### src/rtl/psr_pkg.sv
package psr_pkg;
  localparam int PSR_W   = 16;
  localparam int BYTE_W  = 8;
  localparam int NBYTES  = PSR_W / BYTE_W;
  localparam int B_CARRY = 0;
  localparam int B_TRACE = 1;
  localparam int B_ULT   = 2;
  localparam int B_FLAG  = 5;
  localparam int B_EQ    = 6;
  localparam int B_SLT   = 7;
  localparam int B_USER  = 8;
  localparam int B_STK   = 9;
  localparam int B_PEND  = 10;
  localparam int B_IEN   = 11;
  localparam logic [PSR_W-1:0] IMPL_MASK = 16'h0FE7;
endpackage

### src/rtl/psr_compare.sv
module psr_compare #(
  parameter int OP_W = 32
) (
  input  logic [OP_W-1:0] op_a,
  input  logic [OP_W-1:0] op_b,
  output logic            eq,
  output logic            lt_s,
  output logic            lt_u
);
  always_comb begin
    eq   = (op_b == op_a);
    lt_u = (op_b < op_a);
    lt_s = ($signed(op_b) < $signed(op_a));
  end
endmodule

### src/rtl/psr_write.sv
module psr_write
  import psr_pkg::*;
(
  input  logic [PSR_W-1:0]  cur,
  input  logic              wr_en,
  input  logic [NBYTES-1:0] wr_mask,
  input  logic [PSR_W-1:0]  wr_data,
  output logic [PSR_W-1:0]  wr_next,
  output logic              fault
);
  localparam int TOP = NBYTES - 1;
  logic user_mode;
  assign user_mode = cur[B_USER];

  for (genvar g = 0; g < NBYTES; g++) begin : g_byte
    logic allow;
    if (g == 0) begin : g_open
      assign allow = 1'b1;
    end else begin : g_priv
      assign allow = ~user_mode;
    end
    always_comb begin
      if (wr_en && wr_mask[g] && allow)
        wr_next[g*BYTE_W +: BYTE_W] = wr_data[g*BYTE_W +: BYTE_W] & IMPL_MASK[g*BYTE_W +: BYTE_W];
      else
        wr_next[g*BYTE_W +: BYTE_W] = cur[g*BYTE_W +: BYTE_W];
    end
  end

  assign fault = wr_en && wr_mask[TOP] && user_mode;
endmodule

### src/rtl/psr_trace.sv
module psr_trace (
  input  logic trace_on,
  input  logic pending,
  input  logic instr_end,
  output logic trap_req
);
  assign trap_req = instr_end && trace_on && !pending;
endmodule

### src/rtl/psr_core.sv
module psr_core
  import psr_pkg::*;
#(
  parameter int OP_W = 32
) (
  input  logic              clk,
  input  logic              rst_n,
  input  logic              wr_en,
  input  logic [1:0]        wr_mask,
  input  logic [15:0]       wr_data,
  input  logic              cmp_en,
  input  logic [OP_W-1:0]   cmp_a,
  input  logic [OP_W-1:0]   cmp_b,
  input  logic              irq_entry,
  input  logic              instr_end,
  output logic [15:0]       status,
  output logic              trace_trap,
  output logic              irq_accept,
  output logic              priv_fault
);
  logic [1:0]       rst_pipe;
  logic             rst_sync_n;
  logic [PSR_W-1:0] psr_q, psr_d, wr_next;
  logic             trap_d, fault_d, trap_q, fault_q;
  logic             cmp_eq, cmp_lts, cmp_ltu;
  logic             psr_ce;

  always_ff @(posedge clk or negedge rst_n) begin
    if (!rst_n) rst_pipe <= 2'b00;
    else        rst_pipe <= {rst_pipe[0], 1'b1};
  end
  assign rst_sync_n = rst_pipe[1];

  psr_compare #(.OP_W(OP_W)) u_cmp (
    .op_a(cmp_a), .op_b(cmp_b), .eq(cmp_eq), .lt_s(cmp_lts), .lt_u(cmp_ltu)
  );

  psr_write u_wr (
    .cur(psr_q), .wr_en(wr_en), .wr_mask(wr_mask), .wr_data(wr_data),
    .wr_next(wr_next), .fault(fault_d)
  );

  psr_trace u_trc (
    .trace_on(psr_q[B_TRACE]), .pending(psr_q[B_PEND]),
    .instr_end(instr_end), .trap_req(trap_d)
  );

  assign psr_ce = wr_en | cmp_en | irq_entry | trap_d;

  always_comb begin
    psr_d = wr_next;
    if (cmp_en) begin
      psr_d[B_EQ]  = cmp_eq;
      psr_d[B_SLT] = cmp_lts;
      psr_d[B_ULT] = cmp_ltu;
    end
    if (trap_d)    psr_d[B_PEND] = 1'b1;
    if (irq_entry) begin
      psr_d[B_STK]  = 1'b0;
      psr_d[B_PEND] = 1'b0;
    end
  end

  always_ff @(posedge clk or negedge rst_sync_n) begin
    if (!rst_sync_n) begin
      psr_q   <= '0;
      trap_q  <= 1'b0;
      fault_q <= 1'b0;
    end else begin
      if (psr_ce) psr_q <= psr_d;
      trap_q  <= trap_d;
      fault_q <= fault_d;
    end
  end

  assign status     = psr_q;
  assign trace_trap = trap_q;
  assign priv_fault = fault_q;
  assign irq_accept = psr_q[B_IEN];
endmodule

### config.mk
export PLATFORM = sky130hd
export DESIGN_NAME = psr_core
export DESIGN_NICKNAME = d
export VERILOG_FILES = /design/src/rtl/psr_pkg.sv /design/src/rtl/psr_compare.sv /design/src/rtl/psr_write.sv /design/src/rtl/psr_trace.sv /design/src/rtl/psr_core.sv
export SDC_FILE = /design/constraint.sdc
export NUM_CORES = 1
export LEC_CHECK = 0
export BUFFER_PORTS_ARGS = -buffer_cell sky130_fd_sc_hd__buf_2
export CAP_MARGIN = 20
export CORE_MARGIN = 5
export CORE_UTILIZATION = 41
export CTS_BUF_LIST = sky130_fd_sc_hd__clkbuf_2
export CTS_CLUSTER_DIAMETER = 100
export DETAILED_ROUTE_END_ITERATION = 7
export PLACE_DENSITY = 0.82
export SLEW_MARGIN = 20
export SYNTH_ARGS = -nofsm -noshare
export SYNTH_HDL_FRONTEND = slang
export SYNTH_HIERARCHICAL = 1
export SYNTH_SLANG_ARGS = --single-unit
export TNS_END_PERCENT = 50
### constraint.sdc
create_clock -name clk -period 0.8 [get_ports clk]
set_input_delay 0.12 -clock clk [delete_from_list [all_inputs] [get_ports clk]]
set_output_delay 0.12 -clock clk [all_outputs]
set_load 0.01 [all_outputs]
==> impl.org, run 1 <==
** Clock tree
- CTS tree :: yes
- The clock passes through at most 2 buffers.
- In this run the number of H-tree levels came out at 1.
- Number of clock buffers inserted by TritonCTS :: 3
- Clock-pin slew was measured on the worst setup and hold paths at 0.20 ns.
- At the later pin of the worst-skew pair, clock insertion delay measures 0.32 ns.
- Clock sink total :: 20
- The cell sitting at the root of the clock tree is a sky130_fd_sc_hd__clkbuf_2.

** Worst hold path
- In this run the most critical hold path is launched from irq_entry.
- Hold-critical path endpoint :: status[10]
- Min-Delay Path Class :: in -> reg
- Worst hold path depth :: 3

** Finish
- Net count of the finished layout :: 441
- The repair_antennas step left the layout with diodes totalling 0.
- Layout Area Growth over Synthesis :: 69.2%
- Filler cell count in the final layout :: 322
- The multi-input combinational cells in the finished layout cover a total of 1310 um2.
- Layout cell share with drive strength beyond 1 :: 62.2%
- Across the whole layout, storage elements account for 500 um2.

** Floorplanning
- Number of top-level pins :: 107
- The floorplan step defined a die boundary enclosing 5800 um2.
- From left edge to right edge, the die measures 76.2 um.
- Cell Rows :: 24
- Core area :: 4290 um2
- Initial Util :: 41.8%
- The floorplan step set the die height to 76.2 um.

** Status
- The final reports fail on setup timing.
- The flow ran to the end, but the final reports show violations.

** STA
- Across all setup checks in the final design, the least slack found is -0.937 ns.
- Setup repair after global routing could not meet its margin everywhere.
- The final-report max-slew violation count came to 0.
- Crit share post-route :: 217%
- Worst clock skew :: 0.00949 ns
- Period minus WS final :: 1.74 ns
- The final hold violation count came to 0.
- Setup violations remaining at the end of the flow were counted as 36.
- On the final layout, the worst hold slack is 0.0683 ns.
- In the final timing run, aggregate negative setup slack is -16.85 ns.
- For this run, the top clock speed supported by timing is 576 MHz.

** Routing
- In the final routed layout, each cell accounts on average for 14.4 um.
- Number of routed nets with antenna violations :: 0
- The detailed router finished its first iteration with 67 violations.
- Ratio of routed vias to standard cells :: 4.93
- After detailed routing, the number of remaining DRC violations is 0.
- Vias :: 1834
- The first detailed-routing pass took 4 iterations.
- The routed design has 5350 um of wire.

** Synth
- For this run, the leading register cell type out of synthesis is sky130_fd_sc_hd__dfrtp_1.
- The cell count after synthesis came out at 182.
- Synthesis warning total :: 6
- Average cell area after synthesis :: 9.86 um2
- The mapped netlist covers 1790 um2.
- Counting flops and latches in the post-synthesis netlist gives 20.
- Number of distinct standard cells referenced by the synthesized netlist :: 36
- The synthesized netlist devotes 15.7% of its cell area to simple gates.
- Nets in the synthesized netlist :: 302
- Number of flops mapped to enable cells by yosys :: 0
- Compound-cell area share of the yosys netlist :: 8.79%
- Combinational family with the most area after synthesis :: adder cells
- After synthesis, flip-flops and latches occupy 27.9% of the total area.
- Measured against the total synthesized area, the mux share comes to 16.9%.
- Post-synthesis share of cell area spent on xor and xnor gates :: 0%
- The synthesized netlist devotes 22.3% of its cell area to adder and majority cells.
- Async set-reset flop share out of synthesis :: 100%

** Setup path
- The critical path in this run is classified as in -> reg.
- Critical Path Fanout Max :: 2
- In this run the register-to-register setup slack is -0.75 ns.
- In this run the critical register-to-register path is captured at status[5].
- Required @ worst endpoint :: 1.04 ns
- Data arrives at the worst endpoint at 1.97 ns.
- The worst register-to-register path begins at status[10].
- Crit. End Element :: flop
- The worst setup path is launched from an input pin.
- R2R depth :: 4

** GRT
- The number of antenna violations at the first check in global routing was 0.
- GRT overflow :: 0
- For this run, the total global-route usage over all layers was measured as 18.0%.
- Vias in the first global route :: 1971
- Maximum number of pins on one net before global-route repair :: 19
- Global-route wire length before repair :: 8820 um

** Pwr
- IR analysis of the VDD net gives a maximum drop of 1.04 mV.
- Dividing total power by cell area gives a power density of 1250 nW/um2.
- Static power due to leakage :: 1.66 nW

** Placement
- At the end of routability-driven placement, the weighted congestion stood at 0.808.
- Detailed placement finished with a half-perimeter wire length of 4130 um.
- IO Port Bufs :: 100

** Run
- Maximum capacitance violations :: 0
-- critical path: stages --
cell and delay, ns:
sky130_fd_sc_hd__buf_6 0.07, sky130_fd_sc_hd__inv_2 0.03, sky130_fd_sc_hd__ha_4 0.25, sky130_fd_sc_hd__nand4_1 0.14, sky130_fd_sc_hd__nor4_2 0.35, sky130_fd_sc_hd__a21boi_2 0.22, sky130_fd_sc_hd__o31a_1 0.21, sky130_fd_sc_hd__nor4_2 0.07
sky130_fd_sc_hd__mux2_4 0.25, sky130_fd_sc_hd__mux2_4 0.26
-- layout by cell type, fill, tap and decap left out, drive strengths merged, types with 2 or more instances in the layout --
cell type / netlist / final
ha: 32 / 32
nor3: 2 / 2
dfrtp: 20 / 20
nand2: 8 / 8
mux2: 27 / 27
clkbuf: 0 / 3
nand3: 4 / 4
a21o: 2 / 2
and2: 8 / 8
buf: 2 / 135
nand4: 6 / 6
nor4: 3 / 3
a21oi: 10 / 10
nor2: 4 / 4
inv: 34 / 34
o21ai: 3 / 3
a221o: 3 / 3
-- per-layer routing --
layer | global-route usage (%) | up-vias | part of all wire, %
li1 | - | 915 | -
met1 | 20.5 | 839 | 37
met2 | 33.9 | 66 | 55
met3 | 3.31 | 14 | 5.1
met4 | 4.72 | 0 | 2.7
met5 | 0 | - | 0
-- flip-flops by register name, summed over array words and instances (netlist names) --
name and count:
status 16, trace_trap 1, rst_pipe 2, priv_fault 1
-- through the flow --
| stage | instances | total power [W] | worst slack [ns] | util, % | cell area, um2 |
|---|---|---|---|---|---|
| finish | 372 | 0.00378 | -0.937 | 70.7 | 3040 |
| global route | 372 | 0.00405 | -0.959 | 70.7 | 3040 |
| CTS | 368 | 0.00369 | -0.906 | 69.1 | 2970 |
| detailed placement | 360 | 0.00260 | -1.34 | 61.3 | 2630 |
| global placement | 360 | 0.00253 | -1.29 | 61.3 | 2630 |
| floorplan | 182 | 0.00192 | -1.12 | - | 1870 |
-- cells by family (layout without fill, tap and decap cells) --
family	count (synthesis)	in the layout
and+or+nand+nor	42	42
AOI/OAI and AO/OA	24	24
buffers and inverters	36	174
muxes	27	27
adders and majority gates	32	32
other	1	1
DFF	20	20
-- Yosys cell counts, types with 2 or more instances --
master	n	area, um2
sky130_fd_sc_hd__nand4_1	6	37.5
sky130_fd_sc_hd__nand3_1	4	20.0
sky130_fd_sc_hd__a221o_1	3	30.0
sky130_fd_sc_hd__dfrtp_1	20	500
sky130_fd_sc_hd__inv_1	34	128
sky130_fd_sc_hd__o21ai_0	3	15.0
sky130_fd_sc_hd__nor3_1	2	10.0
sky130_fd_sc_hd__ha_1	32	400
sky130_fd_sc_hd__a21o_1	2	15.0
sky130_fd_sc_hd__nand2_1	7	26.3
sky130_fd_sc_hd__mux2_2	27	304
sky130_fd_sc_hd__a21oi_1	10	50.1
sky130_fd_sc_hd__and2_1	4	25.0
sky130_fd_sc_hd__and2_4	2	17.5
sky130_fd_sc_hd__and2_2	2	15.0
sky130_fd_sc_hd__nor2_1	4	15.0
-- how the worst max path moves through the flow --
stage / startpoint / endpoint / slack, ns
CTS: cmp_a[10] / status[2] / -0.91
global placement: cmp_a[10] / status[2] / -1.29
finish: cmp_a[11] / status[7] / -0.94
floorplan: cmp_b[26] / status[7] / -1.12
global route: cmp_a[11] / status[2] / -0.96
detailed placement: cmp_a[10] / status[2] / -1.34
-- power by group --
part / internal, W / switching (W) / leakage (nW)
Combinational: 0.00114 / 0.000695 / 1.38
Sequential: 0.00113 / 0.0000728 / 0.253
Clock: 0.000431 / 0.000318 / 0.0266
Total: 0.00270 / 0.00109 / 1.66
-- layout make-up --
| cell class | count | area share (%) |
|---|---|---|
| Timing Repair Buffer | 136 | 32.1 |
| Tap cell | 52 | 2.14 |
| Clock inverter | 1 | 0.989 |
| Sequential cell | 20 | 16.5 |
| Inverter | 34 | 4.61 |
| Clock buffer | 3 | 0.494 |
| Multi-Input combinational cell | 126 | 43.1 |
-- repair_timing --
action | in CTS | in global routing
endpoints found under the hold margin | 2 | 0
resized for setup | 53 | 10
endpoints found under the setup margin | 37 | 37
buffers inserted | 4 | 5
pin swaps | 8 | 4
hold buffers | 1 | 0
Power figures use the tool's default switching activity.
==> run 2: changes to the inputs <==
--- a/config.mk
+++ b/config.mk
@@ -8,11 +8,11 @@
 export BUFFER_PORTS_ARGS = -buffer_cell sky130_fd_sc_hd__buf_2
 export CAP_MARGIN = 20
 export CORE_MARGIN = 5
-export CORE_UTILIZATION = 41
+export CORE_UTILIZATION = 49
 export CTS_BUF_LIST = sky130_fd_sc_hd__clkbuf_2
 export CTS_CLUSTER_DIAMETER = 100
 export DETAILED_ROUTE_END_ITERATION = 7
-export PLACE_DENSITY = 0.82
+export PLACE_DENSITY = 0.92
 export SLEW_MARGIN = 20
 export SYNTH_ARGS = -nofsm -noshare
 export SYNTH_HDL_FRONTEND = slang
==> constraint.sdc (replaced) <==
create_clock -name clk -period 2 [get_ports clk]
set_input_delay 0.3 -clock clk [delete_from_list [all_inputs] [get_ports clk]]
set_output_delay 0.3 -clock clk [all_outputs]
set_load 0.01 [all_outputs]
==> impl.org, run 2 (same netlist as run 1, synthesis figures left out) <==
** STA
- Period minus WS final :: 1.94 ns
- Remaining max-slew budget at the tightest pin :: 51.5%
- The final-report max-slew violation count is 0 (unchanged).
- Worst clock skew :: 0.00962 ns (+0.000125 ns)
- The final critical path takes up 96.8% of the cycle.
- Highest Clock Rate :: 516 MHz
- Actual slew at the worst max-slew pin :: 0.728 ns
- The worst hold-check slack was 0.162 ns (+0.0938 ns).
- The final number of setup-violating endpoints came to 0 (-100%).
- Final hold violation count :: 0 (unchanged)
- Setup repair after global routing left no endpoint under its margin.

** Routing
- Wire length per cell :: 13.1 um (-9.2%)
- DRC marker count from the first detailed-route iteration :: 33 (-51%)
- The remaining routing DRC violations came to 0 (unchanged).
- The total wire length after detailed routing is 4470 um (-17%).
- Vias :: 1682 (-8.3%)
- DR pass1 iterations :: 4 (unchanged)
- Ratio of routed vias to standard cells :: 4.92 (-0.24%)
- The post-detailed-route count of antenna-violating nets came to 0 (unchanged).

** Pwr
- The power density over the cells came to 497 nW/um2 (-60%).
- Total design power :: 0.00126 W (-67%)
- The maximum vdd ir drop came to 0.411 mV (-60%).
- Static power due to leakage :: 1.46 nW (-12%)

** GRT
- The global-route wire length before repair was 7400 um (-16%).
- Met3 track demand over resource :: 4.03% (+0.72 points)
- Initial antenna violation count :: 0 (unchanged)
- GRT overflow :: 0 (unchanged)
- Vias in the first global route :: 1763 (-11%)
- The met2 global-route usage came to 34.5% (+0.61 points).
- GR Util met1 :: 19.5% (-1.0 points)
- Maximum number of pins on one net before global-route repair :: 19 (unchanged)
- Aggregate global-route resource usage :: 17.9% (-0.11 points)
- Most heavily used metal layer in global routing :: met2

** Floorplanning
- Initial Util :: 49.8% (+8.0 points)
- Vertical die dimension :: 70.5 um (-7.4%)
- Cell Rows :: 22 (-8.3%)
- The number of top-level design ports came to 107 (unchanged).
- The area of the core was 3610 um2 (-16%).
- The horizontal die dimension is 70.5 um (-7.4%).
- The total die area is 4970 um2 (-14%).

** Finish
- The library cells used most frequently in the layout, excluding fill and tap cells, are 100 x sky130_fd_sc_hd__buf_2, 31 x sky130_fd_sc_hd__inv_1, 29 x sky130_fd_sc_hd__ha_1, 25 x sky130_fd_sc_hd__mux2_2, 20 x sky130_fd_sc_hd__dfrtp_1.
- The number of inserted diodes was 0 (unchanged).
- The number of flip-flops in the largest register came to 16 (unchanged).
- The final cell count without fillers came to 342 (-8.1%).
- Leaving out fill and tap cells, the most frequent cell in the layout is sky130_fd_sc_hd__buf_2.
- Final core utilization :: 70.3% (-0.42 points)
- Net count of the finished layout :: 415 (-5.9%)
- Layout cell share with drive strength beyond 1 :: 54.4% (-7.8 points)
- Layout Area Growth over Synthesis :: 41.3%
- The filler cell count was 294 (-8.7%).
- Final Cell Area :: 2530 um2 (-17%)

** Placement
- IO Port Bufs :: 100 (unchanged)
- Post-Place Cell Area :: 2470 um2 (-6.2%)
- The half-perimeter wire length after placement came to 3910 um (-5.3%).
- The final weighted congestion in routability-driven placement was 0.803 (-0.66%).
- Count of placed standard cells including taps :: 336 (-6.7%)

** Setup path
- Register-to-register setup slack :: 0.34 ns (+1.09 ns)
- The startpoint identified for the worst register-to-register timing path is status[1].
- Arrival time of data at the critical path endpoint :: 2.17 ns (+0.20 ns)
- The worst setup path is captured at a flop.
- Path type of the worst setup path :: in -> reg
- Critical path launch point type :: input pin
- Critical Path Fanout Max :: 2 (unchanged)
- R2R depth :: 4 (unchanged)
- Worst R2R End :: status[8]
- Required @ worst endpoint :: 2.24 ns (+1.20 ns)

** Worst hold path
- Hold-critical path endpoint :: status[10]
- The startpoint identified for the worst hold timing path is irq_entry.
- Min-Delay Path Class :: in -> reg
- Worst hold path depth :: 2 (-1)

** Status
- Status :: completed

** Clock tree
- Clock slew seen by the registers of the worst setup and hold paths :: 0.20 ns (about the same)
- TritonCTS built the clock tree.
- Number of clock buffers inserted by TritonCTS :: 3 (unchanged)
- The maximum number of buffers from clock root to sink was 2 (unchanged).
- The clock latency reported for the late side of the worst-skew pair is 0.32 ns (about the same).
- H-tree lvl count :: 1 (unchanged)
- The total clock sinks is 20 (unchanged).
- The tree is rooted in a sky130_fd_sc_hd__clkbuf_2.

** Run
- Maximum capacitance violations :: 0 (unchanged)
## run 2: changes by cell type in the layout (fill, tap and decap cells not counted), moves of 2 or more
cell / change
sky130_fd_sc_hd__ha_1: +5
sky130_fd_sc_hd__mux2_2: +7
sky130_fd_sc_hd__ha_4: -5
sky130_fd_sc_hd__buf_6: -36
sky130_fd_sc_hd__buf_2: +24
sky130_fd_sc_hd__mux2_4: -7
sky130_fd_sc_hd__inv_1: +4
sky130_fd_sc_hd__o21ai_0: +2
sky130_fd_sc_hd__buf_4: -14
sky130_fd_sc_hd__inv_2: -2
sky130_fd_sc_hd__inv_4: -2
## run 2: worst max path at each step
stage	from	endpoint	slack, ns	cells after the start
floorplan	cmp_b[26]	status[7]	-0.10	8
global placement	cmp_a[26]	status[7]	-0.27	10
detailed placement	cmp_a[26]	status[7]	-0.30	10
CTS	cmp_a[26]	status[7]	0.07	10
global route	cmp_a[7]	status[7]	0.005	10
finish	cmp_a[26]	status[7]	0.06	10
## run 2: worst max-delay path, cell delays in order
cell and delay (ns):
sky130_fd_sc_hd__buf_2 0.12, sky130_fd_sc_hd__inv_6 0.05, sky130_fd_sc_hd__ha_4 0.18, sky130_fd_sc_hd__and2_4 0.15, sky130_fd_sc_hd__a221o_1 0.32, sky130_fd_sc_hd__a221o_1 0.34, sky130_fd_sc_hd__nor2_1 0.14, sky130_fd_sc_hd__nor4_2 0.06
sky130_fd_sc_hd__mux2_4 0.26, sky130_fd_sc_hd__mux2_4 0.26
## run 2: repair_timing
| action | 4_1_cts | 5_1_grt |
|---|---|---|
| hold buffers | 1 | 0 |
| endpoints found under the hold margin | 2 | 0 |
| resized for setup | 0 | 2 |
| setup endpoints to repair | 0 | 2 |
| buffers inserted | 0 | 1 |
## run 2: layout make-up
type	count	area (um2)	area share, %
clock buffers	3	15.0	0.592
flip-flops and latches	20	500	19.7
well taps	48	60.1	2.37
inverters	34	135	5.33
multi-input cells	126	1200	47.5
repair buffers	110	591	23.3
clock inverters	1	30.0	1.18
## run 2: report_power, final
group | switching (W) | total [W] | internal, W
clock network | 0.000127 | 0.000300 | 0.000172
registers | 0.0000419 | 0.000492 | 0.000450
logic | 0.000206 | 0.000470 | 0.000264
total | 0.000375 | 0.00126 | 0.000886
## run 2: per-stage QoR
step                      setup slack, ns  TNS (ns)
final                              0.0636         0
after global routing              0.00544         0
after CTS                          0.0658         0
after detailed placement           -0.297    -0.582
after global placement             -0.273    -0.508
after floorplan                    -0.102    -0.155
## run 2: routing by layer
| metal | vias to the layer above | part of all wire [%] |
|---|---|---|
| met2 | 47 | 57 |
| met1 | 768 | 37 |
| met3 | 2 | 5.8 |
| met5 | - | 0 |
| met4 | 0 | 0.60 |
| li1 | 865 | - |
